<file path="src/rtl/irq_route_pkg.sv">
package irq_route_pkg;
  // entry field positions (decoded by the delivery message builder)
  localparam int unsigned VEC_LO  = 0;
  localparam int unsigned DM_LO   = 8;
  localparam int unsigned DSTM_B  = 11;
  localparam int unsigned RPEND_B = 14;
  localparam int unsigned TRIG_B  = 15;
  localparam int unsigned MASK_B  = 16;
  localparam int unsigned DEST_LO = 56;

  localparam logic [2:0]  DM_LEGACY   = 3'b111;
  localparam logic [63:0] ENTRY_RESET = 64'h1 << MASK_B;

  typedef struct packed {
    logic [7:0] dest;
    logic       dest_mode;
    logic [2:0] deliv;
    logic [7:0] vector;
    logic       level;
  } irq_msg_t;

  function automatic irq_msg_t build_msg(input logic [63:0] e);
    irq_msg_t m;
    m.dest      = e[DEST_LO +: 8];
    m.dest_mode = e[DSTM_B];
    m.deliv     = e[DM_LO +: 3];
    m.vector    = e[VEC_LO +: 8];
    m.level     = e[TRIG_B];
    return m;
  endfunction

  function automatic logic eoi_hit(input logic [63:0] e, input logic [7:0] v);
    return e[RPEND_B] && (e[VEC_LO +: 8] == v);
  endfunction
endpackage

</file>
<file path="src/rtl/irq_pin_front.sv">
module irq_pin_front #(
  parameter int unsigned N = 24
) (
  input  logic         clk,
  input  logic         rst_n,
  input  logic [N-1:0] irq_in,
  input  logic [N-1:0] mask_v,
  input  logic [N-1:0] level_v,
  input  logic [N-1:0] edge_clr,
  output logic [N-1:0] pend
);
  logic [N-1:0] pin_lvl;
  logic [N-1:0] prev_lvl;
  logic [N-1:0] edge_set;
  logic [N-1:0] pend_nxt;

  for (genvar i = 0; i < N; i++) begin : g_map
    if (i == 0) begin : g_zero
      assign pin_lvl[i] = 1'b0;
    end else if (i == 2) begin : g_remap
      assign pin_lvl[i] = irq_in[0] | irq_in[2];
    end else begin : g_direct
      assign pin_lvl[i] = irq_in[i];
    end
  end

  assign edge_set = pin_lvl & ~prev_lvl & ~mask_v;

  always_comb begin
    for (int i = 0; i < N; i++) begin
      if (level_v[i]) pend_nxt[i] = pin_lvl[i];
      else            pend_nxt[i] = (pend[i] & ~edge_clr[i]) | edge_set[i];
    end
  end

  always_ff @(posedge clk) begin
    if (!rst_n) begin
      prev_lvl <= '0;
      pend     <= '0;
    end else begin
      prev_lvl <= pin_lvl;
      pend     <= pend_nxt;
    end
  end

  for (genvar i = 0; i < N; i++) begin : g_chk

    masked_edge_drop_chk: assert property (@(posedge clk) disable iff (!rst_n)
      (!level_v[i] && mask_v[i] && !pend[i]) |=> !pend[i]);
  end
endmodule

</file>
<file path="src/rtl/irq_redir_table.sv">
module irq_redir_table
  import irq_route_pkg::*;
#(
  parameter int unsigned N  = 24,
  parameter int unsigned IW = 5
) (
  input  logic          clk,
  input  logic          rst_n,
  input  logic          wr_en,
  input  logic [IW-1:0] wr_idx,
  input  logic          wr_hi,
  input  logic [31:0]   wr_data,
  input  logic [IW-1:0] rd_idx,
  output logic [63:0]   rd_data,
  input  logic [IW-1:0] sel_idx,
  output irq_msg_t      sel_msg,
  input  logic          launch,
  input  logic          eoi_valid,
  input  logic [7:0]    eoi_vector,
  output logic [N-1:0]  mask_v,
  output logic [N-1:0]  level_v,
  output logic [N-1:0]  remote_v
);
  logic [63:0] tbl     [N];
  logic [63:0] tbl_nxt [N];
  logic        unused_wr_bit;

  assign unused_wr_bit = wr_data[RPEND_B];

  for (genvar i = 0; i < N; i++) begin : g_ent
    always_comb begin
      tbl_nxt[i] = tbl[i];
      if (wr_en && wr_idx == IW'(i)) begin
        if (wr_hi) tbl_nxt[i][63:32] = wr_data;
        else       tbl_nxt[i][31:0]  = wr_data;
      end
      // remote-pending is not writable: EOI clears it, a level launch sets it
      tbl_nxt[i][RPEND_B] = tbl[i][RPEND_B];
      if (eoi_valid && eoi_hit(tbl[i], eoi_vector)) tbl_nxt[i][RPEND_B] = 1'b0;
      if (launch && sel_idx == IW'(i) && tbl[i][TRIG_B]) tbl_nxt[i][RPEND_B] = 1'b1;
    end

    always_ff @(posedge clk) begin
      if (!rst_n) tbl[i] <= ENTRY_RESET;
      else        tbl[i] <= tbl_nxt[i];
    end

    assign mask_v[i]   = tbl[i][MASK_B];
    assign level_v[i]  = tbl[i][TRIG_B];
    assign remote_v[i] = tbl[i][RPEND_B];


    remote_src_chk: assert property (@(posedge clk) disable iff (!rst_n)
      $rose(remote_v[i]) |-> $past(launch && sel_idx == IW'(i)));
  end

  assign rd_data = (rd_idx < IW'(N)) ? tbl[rd_idx] : 64'h0;
  assign sel_msg = build_msg(tbl[sel_idx]);
endmodule

</file>
<file path="src/rtl/irq_scan_dispatch.sv">
module irq_scan_dispatch
  import irq_route_pkg::*;
#(
  parameter int unsigned N  = 24,
  parameter int unsigned IW = 5
) (
  input  logic          clk,
  input  logic          rst_n,
  input  logic [N-1:0]  pend,
  input  logic [N-1:0]  mask_v,
  input  logic [N-1:0]  level_v,
  input  logic [N-1:0]  remote_v,
  input  irq_msg_t      sel_msg,
  output logic [IW-1:0] sel_idx,
  output logic          launch,
  output logic [N-1:0]  edge_clr,
  output logic          msg_valid,
  input  logic          msg_ready,
  output irq_msg_t      msg_q,
  output logic          ext_req,
  input  logic          ext_ack,
  input  logic [7:0]    ext_vector
);
  logic [N-1:0] elig;
  logic         any_elig;

  function automatic logic [IW-1:0] lowest_set(input logic [N-1:0] v);
    logic [IW-1:0] r;
    r = '0;
    for (int k = N - 1; k >= 0; k--) if (v[k]) r = IW'(k);
    return r;
  endfunction

  assign elig     = pend & ~mask_v & ~(level_v & remote_v);
  assign any_elig = |elig;
  assign sel_idx  = lowest_set(elig);
  assign launch   = any_elig && !msg_valid && !ext_req;

  for (genvar i = 0; i < N; i++) begin : g_clr
    assign edge_clr[i] = launch && sel_idx == IW'(i) && !level_v[i];
  end

  always_ff @(posedge clk) begin
    if (!rst_n) begin
      msg_valid <= 1'b0;
      ext_req   <= 1'b0;
      msg_q     <= '0;
    end else begin
      if (msg_valid && msg_ready) msg_valid <= 1'b0;
      if (ext_req && ext_ack) begin
        ext_req      <= 1'b0;
        msg_valid    <= 1'b1;
        msg_q.vector <= ext_vector;
      end
      if (launch) begin
        msg_q <= sel_msg;
        if (sel_msg.deliv == DM_LEGACY) ext_req   <= 1'b1;
        else                            msg_valid <= 1'b1;
      end
    end
  end


  msg_hold_chk: assert property (@(posedge clk) disable iff (!rst_n)
    (msg_valid && !msg_ready) |=> (msg_valid && $stable(msg_q)));

  req_hold_chk: assert property (@(posedge clk) disable iff (!rst_n)
    (ext_req && !ext_ack) |=> ext_req);

  req_excl_chk: assert property (@(posedge clk) disable iff (!rst_n)
    !(ext_req && msg_valid));

  sel_range_chk: assert property (@(posedge clk) disable iff (!rst_n)
    launch |-> (sel_idx < IW'(N)) && pend[sel_idx]);
endmodule

</file>
<file path="src/rtl/irq_redirect_engine.sv">
module irq_redirect_engine
  import irq_route_pkg::*;
#(
  parameter int unsigned N_PINS = 24,
  localparam int unsigned IW    = $clog2(N_PINS)
) (
  input  logic              clk,
  input  logic              rst_n,
  input  logic [N_PINS-1:0] irq_in,
  input  logic              tbl_wr_en,
  input  logic [IW-1:0]     tbl_wr_idx,
  input  logic              tbl_wr_hi,
  input  logic [31:0]       tbl_wr_data,
  input  logic [IW-1:0]     tbl_rd_idx,
  output logic [63:0]       tbl_rd_data,
  input  logic              eoi_valid,
  input  logic [7:0]        eoi_vector,
  output logic              msg_valid,
  input  logic              msg_ready,
  output logic [7:0]        msg_dest,
  output logic              msg_dest_mode,
  output logic [2:0]        msg_deliv_mode,
  output logic [7:0]        msg_vector,
  output logic              msg_level,
  output logic              ext_req,
  input  logic              ext_ack,
  input  logic [7:0]        ext_vector
);
  logic [N_PINS-1:0] pend, mask_v, level_v, remote_v, edge_clr;
  logic [IW-1:0]     sel_idx;
  logic              launch;
  irq_msg_t          sel_msg, msg_q;

  irq_pin_front #(.N(N_PINS)) u_front (
    .clk(clk), .rst_n(rst_n), .irq_in(irq_in), .mask_v(mask_v),
    .level_v(level_v), .edge_clr(edge_clr), .pend(pend)
  );

  irq_redir_table #(.N(N_PINS), .IW(IW)) u_table (
    .clk(clk), .rst_n(rst_n), .wr_en(tbl_wr_en), .wr_idx(tbl_wr_idx),
    .wr_hi(tbl_wr_hi), .wr_data(tbl_wr_data), .rd_idx(tbl_rd_idx),
    .rd_data(tbl_rd_data), .sel_idx(sel_idx), .sel_msg(sel_msg),
    .launch(launch), .eoi_valid(eoi_valid), .eoi_vector(eoi_vector),
    .mask_v(mask_v), .level_v(level_v), .remote_v(remote_v)
  );

  irq_scan_dispatch #(.N(N_PINS), .IW(IW)) u_dispatch (
    .clk(clk), .rst_n(rst_n), .pend(pend), .mask_v(mask_v),
    .level_v(level_v), .remote_v(remote_v), .sel_msg(sel_msg),
    .sel_idx(sel_idx), .launch(launch), .edge_clr(edge_clr),
    .msg_valid(msg_valid), .msg_ready(msg_ready), .msg_q(msg_q),
    .ext_req(ext_req), .ext_ack(ext_ack), .ext_vector(ext_vector)
  );

  assign msg_dest       = msg_q.dest;
  assign msg_dest_mode  = msg_q.dest_mode;
  assign msg_deliv_mode = msg_q.deliv;
  assign msg_vector     = msg_q.vector;
  assign msg_level      = msg_q.level;
endmodule

</file>
<file path="config.mk">
export PLATFORM = sky130hd
export DESIGN_NAME = irq_redirect_engine
export DESIGN_NICKNAME = d
export VERILOG_FILES = /design/src/rtl/irq_route_pkg.sv /design/src/rtl/irq_pin_front.sv /design/src/rtl/irq_redir_table.sv /design/src/rtl/irq_scan_dispatch.sv /design/src/rtl/irq_redirect_engine.sv
export SDC_FILE = /design/constraint.sdc
export NUM_CORES = 2
export LEC_CHECK = 0
export BUFFER_PORTS_ARGS = -buffer_cell sky130_fd_sc_hd__buf_4
export CAP_MARGIN = 25
export CELL_PAD_IN_SITES_DETAIL_PLACEMENT = 0
export CELL_PAD_IN_SITES_GLOBAL_PLACEMENT = 1
export CORE_MARGIN = 1.5
export CORE_UTILIZATION = 42
export DETAILED_ROUTE_END_ITERATION = 6
export GPL_TIMING_DRIVEN = 0
export PLACE_DENSITY = 0.76
export SYNTH_ARGS = -nofsm -noshare
export SYNTH_HDL_FRONTEND = slang
export SYNTH_SLANG_ARGS = --single-unit
</file>
<file path="constraint.sdc">
create_clock -name clk -period 5.3 [get_ports clk]
set_input_delay 0.265 -clock clk [delete_from_list [all_inputs] [get_ports clk]]
set_output_delay 0.265 -clock clk [all_outputs]
set_load 0.005 [all_outputs]
</file>
# Yosys cells after proc, flatten, opt, wreduce, memory -nomap -nowiden
# Memories as Yosys holds them, arrays and structs flattened.
# Cells that the tools add are included.
# word_totals
register_bits	71
mem_bits_rw	1536
inputBits	89
output_inout_bits	87
word_cells	572
n_memories	1
# memory_table
name	depth	word_bits	read_ports	rd_ports_with_merged_regs	wr	line	rtl
u_table.tbl	24	64	26	0	24	irq_redir_table.sv:24	logic [63:0] tbl [N];
# op_classes
n_lt_le_gt_ge	1
n_eq_ne	71
muxes	203
n_bitwise	106
reduce_logical	179
# op_table
operator	count
64-bit 2-to-1 mux	49
32-bit 2-to-1 mux	48
8-bit equality test	24
1-bit logical AND	148
24-bit bitwise AND	5
5-bit 2-to-1 mux	24
5-bit by 4-bit equality test with 1-bit output (second input constant)	16
5-bit equality test (second input constant)	16
1-bit 2-to-1 mux	80
24-bit inverter	3
1-bit OR	49
5-bit by 3-bit equality test with 1-bit output (second input constant)	8
1-bit logical NOT	26
1-bit inverter	25
1-bit bitwise AND	24
24-bit OR reduction	1
5-bit by 2-bit equality test with 1-bit output (second input constant)	4
5-bit by 1-bit equality test with 1-bit output (second input constant)	2
5-bit logical NOT	2
9-bit 2-to-1 mux	1
8-bit 2-to-1 mux	1
5-bit less-than comparator (second input constant)	1
3-bit equality test (second input constant)	1
2-bit nonzero test	1
2-bit OR reduction	1

# Logic depth before layout (Yosys ltp)
# An unclocked memory read counts as a cell.
# depth
ltp_word	35
ltp_mapped	14
depth_no_buf	10

# Modules after synthesis
# A second synthesis with hierarchy kept.
# hier_totals
hier_cells	9400
hier_area_um2	80344.6
# modules_own_cells
mod	n_inst	cells_per_inst	area_per_inst_um2	seq_area_each_um2
irq_redir_table	1	9008	76817.4	30749.5
irq_scan_dispatch	1	247	1871.8	460.4
irq_pin_front	1	145	1655.3	940.9

# Worst setup path after synthesis
# Ideal clock, no wire load.
# synth_path
path_type	input to output
from	input port tbl_rd_idx[0]
to	output port tbl_rd_data[15]
t_arrival_ns	2.707
required_ns	5.035
slack_ns	2.328
path_stages	8
path_buffers	5
path_cell_list	clkbuf_1 buf_2 clkbuf_1 buf_1 buf_1 mux4_2 mux2i_1 o22ai_1
# synth_via
elab_chain_len	2
word_cells_on_any_way	3
# synth_rtl
item	line	rtl
from (decl)	irq_redirect_engine.sv:14	input logic [IW-1:0] tbl_rd_idx,
memory read 24 x 64 bit or 5-bit less-than comparator (tied branches)	n/a	
64-bit 2-to-1 mux *	irq_redir_table.sv:57	assign rd_data = (rd_idx < IW'(N)) ? tbl[rd_idx] : 64'h0;
to (decl)	irq_redirect_engine.sv:15	output logic [63:0] tbl_rd_data,
# Mark *: on every way between the ends. The rest lies on a longest branch, timed or not.

==> metrics.txt <==
status complete, but fails checks; failing checks design-rule violations, negative setup slack; hold path start tbl_wr_data[4]; core area 176000 µm²; vias in the first global route 67700; Layout Cells excl Fill 11800; worst hold path type input pin to register; commonest non-fill, non-tap cells in the layout nand2_1 (3147), dfxtp_1 (1606), a21oi_1 (1544); Critical Path Start u_table.tbl[2][15]; startpoint types register; placed cells 11400; worst skew pair latency 0.86 ns; DR vias/cell 6.16; clock share of power 0.476; switching share of power 0.259; # IOs 176; Tcrit/Tclk final 1.01; CP bufs+invs 3; GRT overflow 0; WS Path Type register to register; dominant cell type by area after synthesis dfxtp_1; drt pass-1 iters 7; initial antenna violation count 32; clock buffers created by TritonCTS 181; worst r2r src u_table.tbl[2][15]; Slew @ Worst Pin 1.27 ns; Design Power 26.9 mW; DRT iter0 DRCs 11000; Post-synth ARST share 0; worst-case headroom to the max-slew limit 0.151; Post-Synthesis Cells 8862; final RePlAce weighted congestion 1.08; CP peak stage delay 0.87 ns; CP arrival 6.12 ns; placed standard-cell area 79700 µm²; register area share after synthesis 0.432; CP max stage cell clkbuf_1; Synth Cell Area 74400 µm²; RSZ-0062 raised after global routing false; pre-CTS setup slack -0.0669 ns; crit-path leading delay family compound AO/OA/AOI/OAI gates; nets@finish 9446; CTS Buffer Depth 3; post-route setup slack -0.0791 ns; Routed wire per std cell 32.3 µm; element type at the critical path end register; Pwr Density 310 nW/µm²; Post-synth EDFFs 0; Synth Net Count 8951; final instance area 86600 µm²; via count 73000; fin. max-slew vios 0; ANT nets after route 0; Max Cap Viol 0; Die Span Y 424 µm; Tmin final 5.38 ns; leak pwr 28.5 nW; critical path, cell by cell nand2_1 > a32oi_1 > nand2_1 > o21a_1 > o211ai_1 > and2_1 > buf_2 > clkbuf_1 > clkbuf_1 > a222oi_1 > o22ai_1 > nor2_1 > o22ai_1; first-pass GRT wire length 522 mm; syn avg cell area 8.39 µm²; input/output buffers 130; Area Overhead vs Synth 16.5%; Die Area 180000 µm²; Yosys reg bits 1606; final core occ 0.492; Hold Vio Cnt, Final 0; CP Max Fanout 10; share of the synthesized area in the top cell type 0.432; H-tree levels 4; Flop pwr share 0.453; clk root buf clkbuf_16; Row Count 154; share of post-route cells with drive strength above 1 0.110; Ys Warns 0; die width 424 µm; Internal Pwr Total 19.9 mW; Final setup viols 10; Main synth FF type dfxtp_1; Initial Util 0.422; drt drc 4; Worst-path clk slew 0.06 ns; Peak VDD IR 0.000278 V; routed wire length 382 mm; Comb power frac 0.072; Unique masters post-synth 71; commonest non-fill, non-tap cell in the layout nand2_1; CTS tree yes; Worst EP required 6.04 ns; P_sw 6.97 mW; synth top area cells dfxtp_1 (43%), nand2_1 (16%), mux4_2 (14%); detailed placement HPWL 296 mm; Clock Sinks 1606; Post-CTS Repair Setup Buffers 0; overall routing resource usage 0.414; largest net degree at the start of global routing 17; Clock Skews 0.0245 ns; Max Freq 0.186 GHz
routing by layer:
layer / vias up / share of wire / track usage
li1: 31300 / - / -
met1: 35700 / 0.38 / 0.521
met2: 4804 / 0.42 / 0.608
met3: 1055 / 0.12 / 0.128
met4: 22 / 0.077 / 0.276
met5: - / 0.00035 / 0
per-stage QoR:
| step | hold slack [ns] | TNS [ns] |
|---|---|---|
| after global routing | 0.0288 | 0 |
| after floorplan | 0.381 | 0 |
| after global placement | 0.431 | -23.80 |
| final | 0.0264 | -0.368 |
| after CTS | 0.000776 | 0 |
| after detailed placement | 0.435 | -0.0669 |
area by class of cell:
class / instances / area, µm²
clock inverters: 50 / 627
repair buffers: 312 / 3380
multi-input cells: 6311 / 38600
fillers: 17200 / 89500
inverters: 82 / 308
diodes: 11 / 27.5
plain buffers: 863 / 3390
flip-flops and latches: 1606 / 32200
well taps: 2340 / 2930
clock buffers: 271 / 5250
sequential cells by signal, indices dropped and copies added, names as in the netlist:
signal and flops:
u_dispatch.msg_valid 1, u_front.pend 24, u_dispatch.msg_q 21, u_front.prev_lvl 23
u_table.tbl 1536, u_dispatch.ext_req 1
power by group through the flow:
stage	combinational [mW]	clock, mW	sequential, mW
after floorplan	0.857	0	12.4
after global placement	1.67	0	12.4
after detailed placement	1.77	0	12.4
after CTS	1.82	12.8	12.2
after global routing	1.93	13.3	12.2
final	1.92	12.8	12.2
worst min-delay path: cells and delay by family:
family | cells | cell delay, ns
simple gates | 1 | 0.15
compound gates | 1 | 0.06
buf+inv | 1 | 0.34
what timing repair did:
| action | CTS | global route |
|---|---|---|
| hold endpoints to repair | 537 | 11 |
| resized for setup | 3 | 8 |
| endpoints found under the setup margin | 2 | 14 |
| hold buffers | 65 | 2 |
| pin swaps | 0 | 0 |
final timing paths:
| kind | cells after the start | slack (ns) | endpoint |
|---|---|---|---|
| worst max-delay path | 13 | -0.08 | u_dispatch.msg_q[7] |
| worst min-delay path | 3 | 0.03 | u_table.tbl[1][4] |
| worst max register to register | 13 | -0.08 | u_dispatch.msg_q[7] |
| worst min register to register | 2 | 0.45 | u_table.tbl[22][46] |
logic make-up after synthesis:
family                 share of synthesized area
AO/OA/AOI/OAI                              0.147
XOR/XNOR                                  0.0226
buffers and inverters                     0.0493
flip-flops                                 0.432
multiplexers                               0.163
AND/OR/NAND/NOR                            0.185
Yosys cell counts (all sizes together) (77+ instances only):
cell type,n
nor2,116
inv,82
buf,95
mux4,450
mux2i,117
a21oi,1544
dfxtp,1606
nand2,3148
xor2,168
nand3,77
clkbuf,768
o22ai,115
No activity file was read; power rests on OpenSTA's default activity.
